--- src/rtl/psg_pkg.sv ---
package psg_pkg;
  localparam int NUM_VOICE = 3;
  localparam int NUM_GEN   = 5;
  localparam int NUM_DAC   = 4;
  localparam int GEN_ENV   = 3;
  localparam int GEN_NOISE = 4;

  typedef struct packed {
    logic advance;
    logic mixLoad;
  } psgStrobe_t;
endpackage

--- src/rtl/psg_ctrl.sv ---
module psg_ctrl
  import psg_pkg::*;
(
  input  logic       clk,
  input  logic       rstN,
  input  logic       sampleTick,
  output psgStrobe_t strobes
);
  logic mixLoadQ;

  always_ff @(posedge clk) begin
    if (!rstN) mixLoadQ <= 1'b0;
    else       mixLoadQ <= sampleTick;
  end

  always_comb begin
    strobes.advance = sampleTick;
    strobes.mixLoad = mixLoadQ;
  end


  tick_spacing_chk: assert property (@(posedge clk) disable iff (!rstN)
    sampleTick |=> !sampleTick);
endmodule

--- src/rtl/psg_phase_acc.sv ---
module psg_phase_acc #(
  parameter int ACC_W = 24
) (
  input  logic             clk,
  input  logic             rstN,
  input  logic             advance,
  input  logic [ACC_W-1:0] step,
  output logic             overflow
);
  logic [ACC_W-1:0] acc;
  logic [ACC_W:0]   sum;

  assign sum      = {1'b0, acc} + {1'b0, step};
  assign overflow = advance & sum[ACC_W];

  always_ff @(posedge clk) begin
    if (!rstN)        acc <= '0;
    else if (advance) acc <= sum[ACC_W-1:0];
  end


  acc_hold_chk: assert property (@(posedge clk) disable iff (!rstN)
    !advance |=> $stable(acc));
endmodule

--- src/rtl/psg_datapath.sv ---
module psg_datapath
  import psg_pkg::*;
#(
  parameter int         ACC_W      = 24,
  parameter int         DAC_W      = 8,
  parameter int         IDX_W      = 8,
  parameter logic [7:0] NOISE_SEED = 8'h96
) (
  input  logic                                clk,
  input  logic                                rstN,
  input  psgStrobe_t                          strobes,
  input  logic [NUM_GEN-1:0][ACC_W-1:0]       stepVec,
  input  logic [2*NUM_VOICE-1:0]              mixMask,
  input  logic [NUM_VOICE-1:0][DAC_W-1:0]     levelVec,
  input  logic [NUM_VOICE-1:0]                envSel,
  input  logic [DAC_W-1:0]                    envValue,
  output logic [IDX_W-1:0]                    envIndex,
  output logic [NUM_DAC-1:0][DAC_W-1:0]       dacVec
);
  localparam int ST_W = 2 * NUM_VOICE;

  logic [NUM_GEN-1:0]                ovf;
  logic [ST_W-1:0]                   stateBits;
  logic [ST_W-1:0]                   stateNext;
  logic [7:0]                        noiseByte;
  logic [DAC_W-1:0]                  envLevel;
  logic [ST_W-1:0]                   effBits;
  logic [NUM_VOICE-1:0][DAC_W-1:0]   voiceAmp;
  logic [NUM_VOICE-1:0][DAC_W-1:0]   voiceMix;

  for (genvar g = 0; g < NUM_GEN; g++) begin : gen_acc
    psg_phase_acc #(.ACC_W(ACC_W)) u_acc (
      .clk      (clk),
      .rstN     (rstN),
      .advance  (strobes.advance),
      .step     (stepVec[g]),
      .overflow (ovf[g])
    );
  end

  always_comb begin
    stateNext = stateBits;
    for (int v = 0; v < NUM_VOICE; v++)
      if (ovf[v]) stateNext[v] = ~stateBits[v];
    if (ovf[GEN_NOISE] && noiseByte[0])
      stateNext[ST_W-1:NUM_VOICE] = ~stateBits[ST_W-1:NUM_VOICE];
  end

  always_ff @(posedge clk) begin
    if (!rstN) begin
      stateBits <= '0;
      noiseByte <= NOISE_SEED;
      envLevel  <= '0;
      envIndex  <= '0;
    end else if (strobes.advance) begin
      stateBits <= stateNext;
      if (ovf[GEN_NOISE]) noiseByte <= {noiseByte[0], noiseByte[7:1]};
      if (ovf[GEN_ENV]) begin
        envLevel <= envValue;
        envIndex <= envIndex + 1'b1;
      end
    end
  end

  assign effBits = stateBits | mixMask;

  always_comb begin
    for (int v = 0; v < NUM_VOICE; v++) begin
      voiceAmp[v] = envSel[v] ? envLevel : levelVec[v];
      voiceMix[v] = voiceAmp[v]
                  + (effBits[v]           ? '0 : voiceAmp[v])
                  + (effBits[v+NUM_VOICE] ? '0 : voiceAmp[v]);
    end
  end

  for (genvar d = 0; d < NUM_DAC; d++) begin : gen_dac
    localparam int SRC = (d == 0) ? 0 : ((d == NUM_DAC-1) ? 2 : 1);
    always_ff @(posedge clk) begin
      if (!rstN)                dacVec[d] <= '0;
      else if (strobes.mixLoad) dacVec[d] <= voiceMix[SRC];
    end
  end


  dac_hold_chk: assert property (@(posedge clk) disable iff (!rstN)
    !strobes.mixLoad |=> $stable(dacVec));

  state_hold_chk: assert property (@(posedge clk) disable iff (!rstN)
    !strobes.advance |=> $stable(stateBits));

  noise_sync_chk: assert property (@(posedge clk) disable iff (!rstN)
    stateBits[ST_W-1:NUM_VOICE] == '0 || stateBits[ST_W-1:NUM_VOICE] == '1);

  env_step_chk: assert property (@(posedge clk) disable iff (!rstN)
    (strobes.advance && ovf[GEN_ENV]) |=> envIndex == IDX_W'($past(envIndex) + 1'b1));

  dac_pair_chk: assert property (@(posedge clk) disable iff (!rstN)
    dacVec[1] == dacVec[2]);
endmodule

--- src/rtl/phase_psg_engine.sv ---
module phase_psg_engine
  import psg_pkg::*;
(
  input  logic        clk,
  input  logic        rstN,
  input  logic        sampleTick,
  input  logic [23:0] stepToneA,
  input  logic [23:0] stepToneB,
  input  logic [23:0] stepToneC,
  input  logic [23:0] stepEnv,
  input  logic [23:0] stepNoise,
  input  logic [5:0]  mixMask,
  input  logic [7:0]  levelA,
  input  logic [7:0]  levelB,
  input  logic [7:0]  levelC,
  input  logic [2:0]  envSel,
  input  logic [7:0]  envValue,
  output logic [7:0]  envIndex,
  output logic [7:0]  dac0,
  output logic [7:0]  dac1,
  output logic [7:0]  dac2,
  output logic [7:0]  dac3
);
  psgStrobe_t                  strobes;
  logic [NUM_DAC-1:0][7:0]     dacVec;

  psg_ctrl u_ctrl (
    .clk        (clk),
    .rstN       (rstN),
    .sampleTick (sampleTick),
    .strobes    (strobes)
  );

  psg_datapath #(.ACC_W(24), .DAC_W(8), .IDX_W(8), .NOISE_SEED(8'h96)) u_dp (
    .clk      (clk),
    .rstN     (rstN),
    .strobes  (strobes),
    .stepVec  ({stepNoise, stepEnv, stepToneC, stepToneB, stepToneA}),
    .mixMask  (mixMask),
    .levelVec ({levelC, levelB, levelA}),
    .envSel   (envSel),
    .envValue (envValue),
    .envIndex (envIndex),
    .dacVec   (dacVec)
  );

  assign dac0 = dacVec[0];
  assign dac1 = dacVec[1];
  assign dac2 = dacVec[2];
  assign dac3 = dacVec[3];
endmodule

--- config.mk ---
export PLATFORM = sky130hd
export DESIGN_NAME = phase_psg_engine
export DESIGN_NICKNAME = d
export VERILOG_FILES = /design/src/rtl/psg_pkg.sv /design/src/rtl/psg_ctrl.sv /design/src/rtl/psg_phase_acc.sv /design/src/rtl/psg_datapath.sv /design/src/rtl/phase_psg_engine.sv
export SDC_FILE = /design/constraint.sdc
export NUM_CORES = 1
export LEC_CHECK = 0
export ABC_CLOCK_PERIOD_IN_PS = 6300
export BUFFER_PORTS_ARGS = -buffer_cell sky130_fd_sc_hd__buf_4
export CAP_MARGIN = 25
export CORE_MARGIN = 3
export CORE_UTILIZATION = 60
export CTS_CLUSTER_SIZE = 14
export DETAILED_ROUTE_END_ITERATION = 8
export PLACE_DENSITY = 0.84
export SLEW_MARGIN = 20
export SYNTH_ARGS = -nofsm -noshare
export SYNTH_HDL_FRONTEND = slang
export SYNTH_SLANG_ARGS = --single-unit
--- constraint.sdc ---
create_clock -name clk -period 6.3 [get_ports clk]
set_clock_uncertainty 0.1 [all_clocks]
set_input_delay 0.315 -clock clk [delete_from_list [all_inputs] [get_ports clk]]
set_output_delay 0.315 -clock clk [all_outputs]
set_load 0.02 [all_outputs]
* Word level (Yosys, flattened, before mapping) *
Cells that the tools add are included.
Widths: inputs -> output; s select.

operators by class
  $add $sub $neg = 12
  muxes and demuxes = 9
  bitwise logic cells = 10
  reduce and logical (&&, ||, !) cells = 7

operator list
  operator             number
  $add 24x24->25       5
  $mux 8               9
  $add 8x8->8          6
  $reduce_and 2->1     6
  $add 8x1->8 const B  1
  $or 6x6->6           1
  $and 1x1->1          5
  $not 1->1            3
  $not 3->3            1
  $logic_and 1x1->1    1

storage, ports and cells
  flip-flop bits (word level) = 175
  input bits = 164
  output and inout bits = 40
  logic and storage cells = 54

* Longest topological paths before layout *
  depth after elaboration = 4
  depth in mapped cells = 16
  mapped depth without buffers = 15

* Cells and area by module *
A second synthesis with hierarchy kept.

unflattened totals
  cells, all modules = 1787
  area, all modules = 15084.5 µm²

modules (own cells, without submodules)
  module                                     instances  cells an instance  area each (µm²)  seq. area each (µm²)
  psg_phase_acc (u_dp.gen_acc[0].u_acc ...)  2          256                2159.6           480.5
  psg_datapath                               1          459                3935.0           1081.0
  psg_phase_acc (u_dp.gen_acc[3].u_acc)      1          292                2421.1           480.5
  psg_phase_acc (u_dp.gen_acc[4].u_acc)      1          292                2362.3           480.5
  psg_phase_acc (u_dp.gen_acc[2].u_acc)      1          228                2005.7           480.5
  psg_ctrl                                   1          4                  41.3             20.0

* Least setup slack after synthesis *
Ideal clock, no wire load.

  path type = input -> register
  start point = input envSel[0]
  end point = register u_dp.dacVec[7] (netlist name)
  library setup time = 128 ps
  arrival = 3001 ps
  required time = 6072 ps
  slack = 3072 ps
  stages on the path = 14
  buffers on the path = 1
  path through = clkbuf_1 -> mux2_2 -> nand2_1 -> fa_1 -> inv_1 -> ha_1 -> fa_1 -> a21o_1 -> a21oi_1 -> o21bai_1 -> a21oi_1 -> xnor2_1 -> mux2i_1 -> nor2_1

on the way
  longest elaborated chain between the ends = 4
  elaborated cells between the ends (all ways) = 5
  classes of those cells = 2 x add/sub; 3 x mux

ends and longest elaborated chain
  item                            RTL line                source
  start: declaration              phase_psg_engine.sv:16  input logic [2:0] envSel,
  $mux 8 *                        psg_datapath.sv:69      voiceAmp[v] = envSel[v] ? envLevel : levelVec[v];
  $mux 8                          psg_datapath.sv:71      + (effBits[v] ? '0 : voiceAmp[v])
  $add 8x8->8                     psg_datapath.sv:71
  $add 8x8->8 *                   psg_datapath.sv:72      + (effBits[v+NUM_VOICE] ? '0 : voiceAmp[v]);
  end signal: indexed assignment  psg_datapath.sv:80      else if (strobes.mixLoad) dacVec[d] <= voiceMix[SRC];
  end: declaration                psg_datapath.sv:18      output logic [NUM_DAC-1:0][DAC_W-1:0] dacVec

Mark *: on every way between the ends. The rest lies on a longest branch, timed or not.
A chain may end at the register's enable or synchronous reset.

* Final worst setup path *
  start point = register u_dp.gen_acc[4].u_acc.acc[0]
  end point = register u_dp.stateBits[5]

on the way
  longest elaborated chain between the ends = 4

ends and longest elaborated chain
  item                               RTL line             source
  start: declaration                 psg_phase_acc.sv:10  logic [ACC_W-1:0] acc;
  start signal: assignment           psg_phase_acc.sv:18  else if (advance) acc <= sum[ACC_W-1:0];
  $add 24x24->25                     psg_phase_acc.sv:13  assign sum = {1'b0, acc} + {1'b0, step};
  $and 1x1->1                        psg_phase_acc.sv:14  assign overflow = advance & sum[ACC_W];
  $logic_and 1x1->1                  psg_datapath.sv:45   if (ovf[GEN_NOISE] && noiseByte[0])
  $reduce_and 2->1 (no source line)  --
  end signal: assignment             psg_datapath.sv:56   stateBits <= stateNext;
  end: declaration                   psg_datapath.sv:23   logic [ST_W-1:0] stateBits;

Every way passes these cells.

==> results_dict.tcl <==
set metrics [dict create \
    yosys.area.top_type "dfxtp_1" \
    firstDrtPassIters 8 \
    grt_max_degree 94 \
    synth_common_cells "nor2_1, dfxtp_1, ha_1, a21oi_1, nand2_1" \
    grt-ovfl-total 0 \
    synth-seq-cells 175 \
    hold_path_startpoint "envValue[0]" \
    fin_crit_ps 3530 \
    rr_startpoint "u_dp.gen_acc[4].u_acc.acc[0]" \
    end_kind "flip-flop" \
    slowest_delay_ps 570 \
    synthTopCellsByArea "dfxtp_1, ha_1, mux2i_1" \
    post_drt_wl_per_cell_um 15.8 \
    fmax_ghz 0.284 \
    reg2reg_to "u_dp.stateBits[5]" \
    reg2reg_slack_ps 2770 \
    slew_violations 0 \
    dp_cells 2020 \
    worst-slew-pin-transition_ps 977 \
    tns_ps 0 \
    status "completed" \
    hold_class "input pin to flip-flop" \
    ctsHoldBuffers 1 \
    start_util_pct 62.2 \
    path_class "flip-flop to flip-flop" \
    post_drt_via_cell_ratio 5.91 \
    syn_to_final_growth_pct 17.4 \
    synth_edf_count 0 \
    synthCells 1600 \
    ant_nets 0 \
    synth_fp_nets 1932 \
    holdPathEnd "u_dp.envLevel[0]" \
    dp_hpwl_um 23900 \
    peakVddDrop_mv 0.183 \
    synth_ff_type "dfxtp_1" \
    timing.max_cap.violations 0 \
    path_buf_inv 1 \
    clockRootBuffer "clkbuf_16" \
    cts_max_level 4 \
    insertion_delay_ps 440 \
    die_x_um 155 \
    synth.yosys.seq_area_share_pct 26.3 \
    ys.warnings.count 0 \
    fin_cells 2055 \
    hold_viol 0 \
    drtIter0Drc 622 \
    routed_wirelength_um 32400 \
    cts_setup_buffers 0 \
    dieArea_um2 24000 \
    fillers 1665 \
    synth_top_cell_area_share_pct 26.3 \
    antenna_found_initial 1 \
    post_dp_cell_area_um2 15000 \
    critPathArrivalTime_ps 3780 \
    setup.worst_path.start_class "flip-flop" \
    hold_depth 3 \
    ys_async_sr_fraction_pct 0 \
    nNetsFinal 2098 \
    synth_most_common_cell "nor2_1" \
    grt_pass1_vias 12000 \
    power_mw 4.07 \
    rows 53 \
    syn-cell-area_um2 13300 \
    numPortBuffers 203 \
    syn_avg_cell_area_um2 8.33 \
    power.density_nw_per_um2 261 \
    r2r_cells 12 \
    ios 204 \
    required_ps 6560 \
    cts_tree "yes" \
    yosysUniqueCellTypes 65 \
    place_congestion 0.885 \
    die_y_um 155 \
    numCtsBuffers 17 \
    timing.final.crit_share_pct 56.0 \
    timing.critical_path.cells "ha_1 > fa_1 > a21o_1 > a21oi_1 > o21ai_0 > a32o_1 > o21ai_1 > o2111ai_1 > a21oi_1 > buf_4 > o31ai_1 > a21oi_1" \
    cts_max_path_buffers 2 \
    crit_path_top_delay_cell "a21oi_1" \
    slew_headroom_pct 34.8 \
    path_clk_slew_ps 80 \
    setup_violations 0 \
    grt_pass1_wl_um 54000 \
    vias 12200 \
    crit_family "compound AO/OA/AOI/OAI gates" \
    drc 0 \
    crit_top_cell "a21oi_1" \
    track_usage_pct 26.6 \
    power.leakage_nw 7.55 \
    drive_above_1_share_pct 15.5 \
    path_max_fanout 12 \
    numClockSinks 175 \
    rsz0062_at_grt "false" \
    cts_resized 0 \
    final_area_um2 15600 \
    core_area_um2 21400 \
]
[worst register-to-register path: cells and delay by family, from the launching register on]
| kind | cells | cell delay [ps] |
|---|---|---|
| AOI/OAI and AO/OA | 9 | 2130 |
| DFF | 1 | 320 |
| buffers and inverters | 1 | 280 |
| adders and majority gates | 2 | 620 |
[logic make-up after synthesis]
logic type,count (synthesis),synth area share (%)
XOR/XNOR,108,7.10
multiplexers,107,8.20
AO/OA/AOI/OAI,426,20.8
AND/OR/NAND/NOR,461,15.6
flip-flops,175,26.3
buffers and inverters,155,4.62
adder cells (fa/ha/maj),168,17.4
[layout make-up]
cell class	count	area, um2	share of cell area (%)
flip-flops and latches	175	3500	22.4
inverters	91	344	2.20
clock inverters	15	191	1.22
clock buffers	17	425	2.72
repair buffers	211	1610	10.3
multi-input cells	1270	9220	59.0
diodes	1	2.50	0.0160
well taps	275	344	2.20
[worst max-delay path by stage]
stage / start / endpoint / slack, ps / cells past startpoint
floorplan: envSel[0] / u_dp.dacVec[7] / 3070 / 14
global placement: stepNoise[0] / u_dp.noiseByte[0] / 2650 / 12
detailed placement: stepEnv[0] / u_dp.envLevel[7] / 2690 / 13
CTS: u_dp.gen_acc[4].u_acc.acc[0] / u_dp.noiseByte[0] / 2790 / 12
global route: u_dp.gen_acc[4].u_acc.acc[0] / u_dp.noiseByte[0] / 2460 / 12
finish: u_dp.gen_acc[4].u_acc.acc[0] / u_dp.stateBits[5] / 2770 / 12
[report_power, final]
group          leakage, nW  total (mW)  switching [mW]  internal [mW]
registers             1.44        1.35          0.0911           1.25
logic                 5.80        1.60           0.865          0.737
clock network        0.304        1.13           0.519          0.608
[through the flow]
step / hold WS [ps] / util, % / setup slack [ps]
floorplan: 326 / - / 3070
global placement: 338 / 69.9 / 2650
detailed placement: 349 / 70.0 / 2690
CTS: 10.4 / 72.9 / 2790
global route: 13.9 / 73.0 / 2460
finish: 19.5 / 73.0 / 2770
[layer usage]
metal	global-route usage [%]	share of wire, %
met4	7.78	2.1
met2	46.6	49
met5	0	0
met1	33.8	43
met3	4.51	5.4
[flip-flops by register name (all words and copies together) (netlist names)]
signal and flops:
u_dp.stateBits 6, u_dp.envIndex 8, u_dp.gen_acc.u_acc.acc 120, u_dp.dacVec 24, u_ctrl.mixLoadQ 1, u_dp.envLevel 8
u_dp.noiseByte 8
[cell usage in the layout, fill, tap and decap left out, drive strengths merged, types with 38 or more instances in the layout]
cell type	n
nand2	109
xor2	38
xnor2	70
a21oi	112
nor2	191
o21ai	94
mux2i	90
buf	210
dfxtp	175
ha	139
a21o	71
inv	99
Power figures use the tool's default switching activity.
